===== config.mk =====
export PLATFORM = sky130hd
export DESIGN_NAME = ovl_fault_timer
export DESIGN_NICKNAME = d
export VERILOG_FILES = /design/src/rtl/ovl_pkg.sv /design/src/rtl/ovl_period_tracker.sv /design/src/rtl/ovl_delay_counter.sv /design/src/rtl/ovl_fault_latch.sv /design/src/rtl/ovl_fault_timer.sv
export SDC_FILE = /design/constraint.sdc
export NUM_CORES = 1
export LEC_CHECK = 0
export BUFFER_PORTS_ARGS = -buffer_cell sky130_fd_sc_hd__buf_2
export CAP_MARGIN = 25
export CORE_MARGIN = 1
export CORE_UTILIZATION = 40
export DETAILED_ROUTE_END_ITERATION = 10
export PLACE_DENSITY_LB_ADDON = 0.3
export SLEW_MARGIN = 25
export SYNTH_ARGS = -nofsm -noshare
export SYNTH_HDL_FRONTEND = slang
export SYNTH_SLANG_ARGS = --single-unit

===== constraint.sdc =====
create_clock -name clk_i -period 4.8 [get_ports clk_i]
set_clock_uncertainty 0.1 [all_clocks]
set_input_delay 0.24 -clock clk_i [delete_from_list [all_inputs] [get_ports clk_i]]
set_output_delay 0.24 -clock clk_i [all_outputs]
set_load 0.02 [all_outputs]

===== src/rtl/ovl_pkg.sv =====
package ovl_pkg;
  typedef logic [1:0] clean_cnt_t;
  localparam clean_cnt_t CLEAN_NEEDED = 2'd3;

  function automatic int unsigned delay_cycles(input int unsigned cyc_per_ms,
                                               input int unsigned ms);
    return cyc_per_ms * ms;
  endfunction
endpackage


===== src/rtl/ovl_period_tracker.sv =====
module ovl_period_tracker
  import ovl_pkg::*;
(
  input  logic clk_i,
  input  logic rst_ni,
  input  logic clr_i,
  input  logic en_i,
  input  logic period_i,
  input  logic fault_i,
  output logic clear_o
);
  logic       per_fault_q;
  clean_cnt_t clean_q;
  logic       dirty;

  assign dirty   = per_fault_q | fault_i;
  assign clear_o = en_i && period_i && !dirty && (clean_q == CLEAN_NEEDED - 2'd1);

  always_ff @(posedge clk_i or negedge rst_ni) begin
    if (!rst_ni) begin
      per_fault_q <= 1'b0;
      clean_q     <= '0;
    end else if (clr_i) begin
      per_fault_q <= 1'b0;
      clean_q     <= '0;
    end else if (en_i) begin
      if (period_i) begin
        per_fault_q <= 1'b0;
        if (dirty)                       clean_q <= '0;
        else if (clean_q != CLEAN_NEEDED) clean_q <= clean_q + 2'd1;
      end else if (fault_i) begin
        per_fault_q <= 1'b1;
      end
    end
  end
endmodule


===== src/rtl/ovl_delay_counter.sv =====
module ovl_delay_counter #(
  parameter int unsigned LIMIT = 30,
  localparam int unsigned W    = $clog2(LIMIT + 1)
) (
  input  logic clk_i,
  input  logic rst_ni,
  input  logic clr_i,
  input  logic en_i,
  input  logic inc_i,
  input  logic zero_i,
  output logic expire_o,
  output logic busy_o
);
  logic [W-1:0] cnt_q;

  assign expire_o = en_i && inc_i && (cnt_q == W'(LIMIT - 1));
  assign busy_o   = (cnt_q != '0);

  always_ff @(posedge clk_i or negedge rst_ni) begin
    if (!rst_ni)            cnt_q <= '0;
    else if (clr_i)         cnt_q <= '0;
    else if (en_i) begin
      if (inc_i)            cnt_q <= cnt_q + W'(1);
      else if (zero_i)      cnt_q <= '0;
    end
  end
endmodule


===== src/rtl/ovl_fault_latch.sv =====
module ovl_fault_latch (
  input  logic clk_i,
  input  logic rst_ni,
  input  logic clr_i,
  input  logic set_i,
  output logic latched_o
);
  always_ff @(posedge clk_i or negedge rst_ni) begin
    if (!rst_ni)     latched_o <= 1'b0;
    else if (clr_i)  latched_o <= 1'b0;
    else if (set_i)  latched_o <= 1'b1;
  end
endmodule


===== src/rtl/ovl_fault_timer.sv =====
module ovl_fault_timer
  import ovl_pkg::*;
#(
  parameter int unsigned CYC_PER_MS = 100000,
  parameter int unsigned SHORT_MS   = 15,
  parameter int unsigned LONG_MS    = 150,
  parameter bit          EXTENDED   = 1'b0
) (
  input  logic clk_i,
  input  logic rst_ni,
  input  logic period_i,
  input  logic fault_i,
  input  logic bo_rst_i,
  input  logic uv_rst_i,
  output logic latched_o,
  output logic running_o
);
  localparam int unsigned LIMIT =
    delay_cycles(CYC_PER_MS, EXTENDED ? LONG_MS : SHORT_MS);

  logic clr, en, clear_acc, expire, busy;

  assign clr = bo_rst_i | uv_rst_i;
  assign en  = ~latched_o;

  ovl_period_tracker u_period (
    .clk_i   (clk_i),
    .rst_ni  (rst_ni),
    .clr_i   (clr),
    .en_i    (en),
    .period_i(period_i),
    .fault_i (fault_i),
    .clear_o (clear_acc)
  );

  ovl_delay_counter #(.LIMIT(LIMIT)) u_delay (
    .clk_i   (clk_i),
    .rst_ni  (rst_ni),
    .clr_i   (clr),
    .en_i    (en),
    .inc_i   (fault_i),
    .zero_i  (clear_acc),
    .expire_o(expire),
    .busy_o  (busy)
  );

  ovl_fault_latch u_latch (
    .clk_i    (clk_i),
    .rst_ni   (rst_ni),
    .clr_i    (clr),
    .set_i    (expire),
    .latched_o(latched_o)
  );

  assign running_o = busy & ~latched_o;
endmodule


[Word level (Yosys, flattened, before mapping)]
Cells that the tools add are included.
Widths: inputs -> output; s select.
Word-level totals
  flip-flop bits (word level): 25
  latch bits: 0
  RAM bits: 0
  memory bits (read-only): 0
  output and inout port bits: 2
  word-level logic and storage cells: 44
  memories kept: 0
Operators by class
  add/sub/neg operators: 2
  $mul: 0
  div/mod/pow operators: 0
  magnitude comparators: 0
  eq/ne operators: 4
  shift-type cells: 0
  mux-type cells: 15
  bitwise logic cells: 4
  reduce and logical (&&, ||, !) cells: 15
Operators by type and width (number)
  $mux 21: 4
  $add 21x1->21 const B: 1
  $eq 21x21->1 const B: 1
  $reduce_bool 21->1: 1
  $mux 2: 5
  $reduce_bool 3->1: 3
  $mux 1: 6
  $logic_and 1x1->1: 5
  $ne 2x2->1 const B: 2
  $reduce_and 2->1: 2
  $reduce_bool 2->1: 2
  $reduce_and 3->1: 1
  $add 2x1->2 const B: 1
  $eq 2x2->1 const B: 1
  $or 1x1->1: 2
  $and 1x1->1: 1
  $logic_not 1->1: 1
  $not 1->1: 1

[Longest topological paths before layout]
  depth in word-level cells: 8
  gate-level depth with buffers: 7
  gate-level depth less buffers: 6

[Modules after synthesis]
A second synthesis with hierarchy kept.
Second synthesis, totals
  cell total of the unflattened synthesis: 180
  area, all modules: 1634.1 um^2
Modules (own cells, without submodules)
  ovl_delay_counter: times used 1, cells each 153, area an instance 1383.8 um^2
  ovl_period_tracker: times used 1, cells each 22, area an instance 198.9 um^2
  ovl_fault_latch: times used 1, cells each 2, area an instance 35.0 um^2
  ovl_fault_timer: times used 1, cells each 3, area an instance 16.3 um^2

[Worst setup path before layout]
OpenSTA, ideal clock, no wires.
  path kind: reg2reg
  from: reg u_latch.latched_o
  to: reg u_delay.cnt_q[7]
  library setup time: 0.078 ns
  arrival: 1.711 ns
  data required time: 4.622 ns
  slack: 2.911 ns
  cell stages (with the launch flop): 6
  buffers on the path: 1
  clock period less this slack: 1.889 ns
  cell sequence: dfrtp_1 > and4bb_2 > nor3_1 > buf_6 > or4_1 > a21oi_1
On the way
  cells in the longest elaborated chain, start to end: 6
  elaborated cells on any way between the ends: 7
  classes of those cells: eq/ne: 1; bitwise: 1; reduce/logical: 5
Ends and longest elaborated chain
  start, declared: line ovl_fault_latch.sv:6  | output logic latched_o
  start signal, assigned: line ovl_fault_latch.sv:9  | if (!rst_ni) latched_o <= 1'b0;
  start signal, assigned: line ovl_fault_latch.sv:10  | else if (clr_i) latched_o <= 1'b0;
  start signal, assigned: line ovl_fault_latch.sv:11  | else if (set_i) latched_o <= 1'b1;
  $not 1->1: line ovl_fault_timer.sv:24  | assign en = ~latched_o;
  $logic_and 1x1->1 (3 in a row): line ovl_period_tracker.sv:17  | assign clear_o = en_i && period_i && !dirty && (clean_q == CLEAN_NEEDED - 2'd1);
  $reduce_bool 3->1 (no line)
  $reduce_and 2->1 (no line) *
  end signal, assigned: line ovl_delay_counter.sv:23  | if (inc_i) cnt_q <= cnt_q + W'(1);
  end, declared: line ovl_delay_counter.sv:14  | logic [W-1:0] cnt_q;
Every way passes the cells marked *; elsewhere a longest branch is shown, timed or not.
A chain may end at the register's enable or synchronous reset.

[Worst setup path after layout]
  from: reg u_delay.cnt_q[5]
  to: out running_o
On the way
  cells in the longest elaborated chain, start to end: 2
Ends and longest elaborated chain
  $reduce_bool 21->1: line ovl_delay_counter.sv:17  | assign busy_o = (cnt_q != '0);
  $and 1x1->1: line ovl_fault_timer.sv:55  | assign running_o = busy & ~latched_o;
  end, declared: line ovl_fault_timer.sv:16  | output logic running_o
No other way between the ends.

==> summary.md <==
| Metric | Value |
|---|---|
| Nets | approximately 190 |
| Max IR drop VDD | 0.160 mV |
| Critical path type | reg -> out |
| Vias per cell | approximately 6.3 |
| Synth Area in Compound Gates | 0.203 |
| Post-synth cell types | 44 |
| Clock buffer depth | 2 |
| Worst hold slack | 0.183 ns |
| Worst-path fanout max | 7 |
| CP Capture Type | output pin |
| Footprint of the multi-input gates | 856 um2 |
| Switching Power | between 0.00008 and 0.00009 W |
| Worst setup SP type | flop |
| Combinational group share of total power | 0.067 |
| Peak Freq | between 400 and 500 MHz |
| Via Count | 1411 |
| Finished Cell Area | around 1700 um2 |
| CP Buf/Inv Count | 1 |
| Register area | 626 um2 |
| Fillers | ~360 |
| Number of I/O port buffers | 7 |
| DP HPWL | ~2.5 mm |
| Drt pass-1 iters | 4 |
| Tot GR Track Use | 0.187 |
| Initial DRC Count | 53 |
| Yosys reg bits | 25 |
| Share of layout cells above drive strength 1 | 0.109 |
| Routed len/inst | between 15 and 20 um |
| Worst slew pin tran | 0.763 ns |
| Final setup viols | 0 |
| Die Area | ~4100 um2 |
| Final Hold Viols | 0 |
| Switching power share of the total | 0.229 |
| CP startpoint | u_delay.cnt_q[5] |
| Slowest cell on the critical path | or4_1 |
| Synthesized instance count | 170 |
| Post-Route WL | 3.46 mm |
| Leading cell type in the layout, fill and taps excluded | dfrtp_1 |
| Area after DPL | between 1500 and 2000 um2 |
| Critical Path End | running_o |
| Root buffer cell | clkbuf_8 |
| Setup WS pre-CTS | roughly 2.5 ns |
| Row count | 22 |
| CTS buffer count | 3 |
| Slowest stage delay, CP | a little over 0.5 ns |
| Placer Congestion | ~0.83 |
| CTS tree | yes |
| Post-Synthesis Net Count | 180 |
| Reg-to-reg critical path endpoint | u_delay.cnt_q[16] |
| Seq/Total Area, Yosys | 0.408 |
| Final worst slack | 2.60 ns |
| Core footprint | around 3700 um2 |
| Number of synthesized flops with an enable pin | 0 |
| CP required | 4.46 ns |
| Register share of total power | 0.589 |
| Lkg Pwr | 0.646 nW |
| GR Overflow Total | 0 |
| Initial antenna violation count | 0 |
| Most frequent cells in the layout | dfrtp_1 (25), a21oi_1 (18), nor2_1 (11), nand4_1 (11), o21ai_0 (9) |
| Initial core utilization | 0.418 |
| Tcrit/Tclk final | 0.457 |
| Setup TNS | 0 ns |
| Worst-path clk slew | 0.09 ns |
| First-pass GRT wire length | 5.98 mm |
| Main combinational cell family by area after synthesis | simple AND/OR/NAND/NOR gates |
| Critical Path Stages | 4 |
| Non-Filler Instances | 223 |
| Clock Sinks | 25 |
| Synth-to-layout area growth | 8.01% |
| Ys flop type | dfrtp_1 |
| Dpl cells | ~220 |
| Die Y | 63.9 um |
| Crit-path cells | or4_1 -> nor4_1 -> a21oi_1 -> buf_2 |
| Routed Antenna Nets | 0 |
| DRC viols | 0 |
| Max-cap viol count | 0 |
| Synth Cell Area | 1530 um2 |
| Ys async rst share | 1.00 |
| # diodes | 0 |
| XOR/XNOR Fraction of Synth Area | 0.0114 |
| R2R depth | 6 |
| IO Pins | 8 |
| R2r startpoint | u_period.clean_q[0] |
| Reg2reg setup slack | roughly 2.7 ns |
| Slew Viols, Final | 0 |
| Tmin final | 2.20 ns |
| Multiplexer area fraction after synthesis | 0.00735 |
| Slew HR | 0.492 |
| Mean area per synthesized cell | 9.01 um2 |
| Critical path's top delay family | simple AND/OR/NAND/NOR gates |
| RSZ-0062 raised after global routing | no |
| Post-synthesis simple-gate area fraction | 0.299 |
| H-Tree Depth | 1 |
| Die W | 63.9 um |
| Status | finished, final reports clean |
| Arrival time at the worst endpoint | around 1.9 ns |
| Clk Latency, worst-skew pair | 0.27 ns |
| Pint | 0.000278 W |
| Vias in the first global route | 1305 |
| Synth Warn # | 0 |
| Largest net degree at the start of global routing | 26 |
| Clock share of power | 0.344 |
| Power density cells | 218 nW/um2 |
| Hold Crit Class | in -> reg |
| Synth Area in Adders | 0.0327 |
==> synthesized netlist by cell type (all sizes together), types with 3 or more instances <==
library cell / instances / area, um2
a21o: 3 / 22.5
a21oi: 18 / 90.1
a31oi: 4 / 25.0
and2: 3 / 18.8
and4: 4 / 35.0
buf: 3 / 21.3
clkbuf: 4 / 15.0
dfrtp: 25 / 626
ha: 4 / 50.1
inv: 6 / 22.5
nand2: 7 / 26.3
nand3: 6 / 30.0
nand4: 11 / 68.8
nor2: 11 / 41.3
nor3: 3 / 15.0
nor4: 6 / 37.5
o21ai: 10 / 50.0
o311ai: 3 / 26.3
o31ai: 6 / 50.1
or3: 6 / 37.5
or4: 6 / 45.0
==> state kept, by name, summed over array words and instances, names as in the netlist <==
name,cells
u_delay.cnt_q,21
u_period.clean_q,2
u_period.per_fault_q,1
u_latch.latched_o,1
==> per-stage QoR <==
step | util | total power [W]
4_1_cts | 0.450 | 0.000368
3_3_place_gp | 0.434 | 0.000239
5_1_grt | 0.452 | 0.000379
6_report | 0.452 | 0.000360
2_1_floorplan | - | 0.000230
3_5_place_dp | 0.435 | 0.000240
==> logic make-up after synthesis <==
kind of cell	Yosys count
and+or+nand+nor	76
AOI/OAI and AO/OA	49
DFF	25
buffers and inverters	13
adders and majority gates	4
xor gates and xnor gates	2
muxes	1
==> worst min-delay path: stages <==
cell,delay [ns]
buf_2,0.09
nor2_1,0.07
o211a_1,0.11
==> worst min-delay path by stage <==
stage,start,to,cells past startpoint
finish,bo_rst_i,u_period.per_fault_q,3
global route,bo_rst_i,u_period.per_fault_q,3
CTS,bo_rst_i,u_period.per_fault_q,3
detailed placement,rst_ni,u_delay.cnt_q[14],1
global placement,rst_ni,u_delay.cnt_q[14],1
floorplan,rst_ni,u_delay.cnt_q[0],0
==> power by group through the flow <==
stage | registers [W] | clock network, W | logic [W]
detailed placement | 0.000217 | 0 | 0.0000236
finish | 0.000212 | 0.000124 | 0.0000240
floorplan | 0.000216 | 0 | 0.0000132
CTS | 0.000213 | 0.000131 | 0.0000245
global route | 0.000213 | 0.000139 | 0.0000272
global placement | 0.000217 | 0 | 0.0000227
==> layer usage <==
metal	share of wire	wire [um]	global-route usage
met5	0	0	0
met4	0.016	54	0.0767
met3	0.034	118	0.0250
met2	0.48	1660	0.309
met1	0.47	1620	0.245
==> layout make-up <==
class                           instances  area share
Sequential cell                        25       0.378
Multi-Input combinational cell        132       0.517
Inverter                                6      0.0136
Clock buffer                            4      0.0272
Tap cell                               48      0.0363
Timing Repair Buffer                    8      0.0272
==> repair_timing <==
item | in CTS | in global routing
endpoints found under the hold margin | 25 | 0
setup buffers | 0 | 0
resized for setup | 0 | 0
hold buffers | 1 | 0
(Power assumes the default switching activity.)
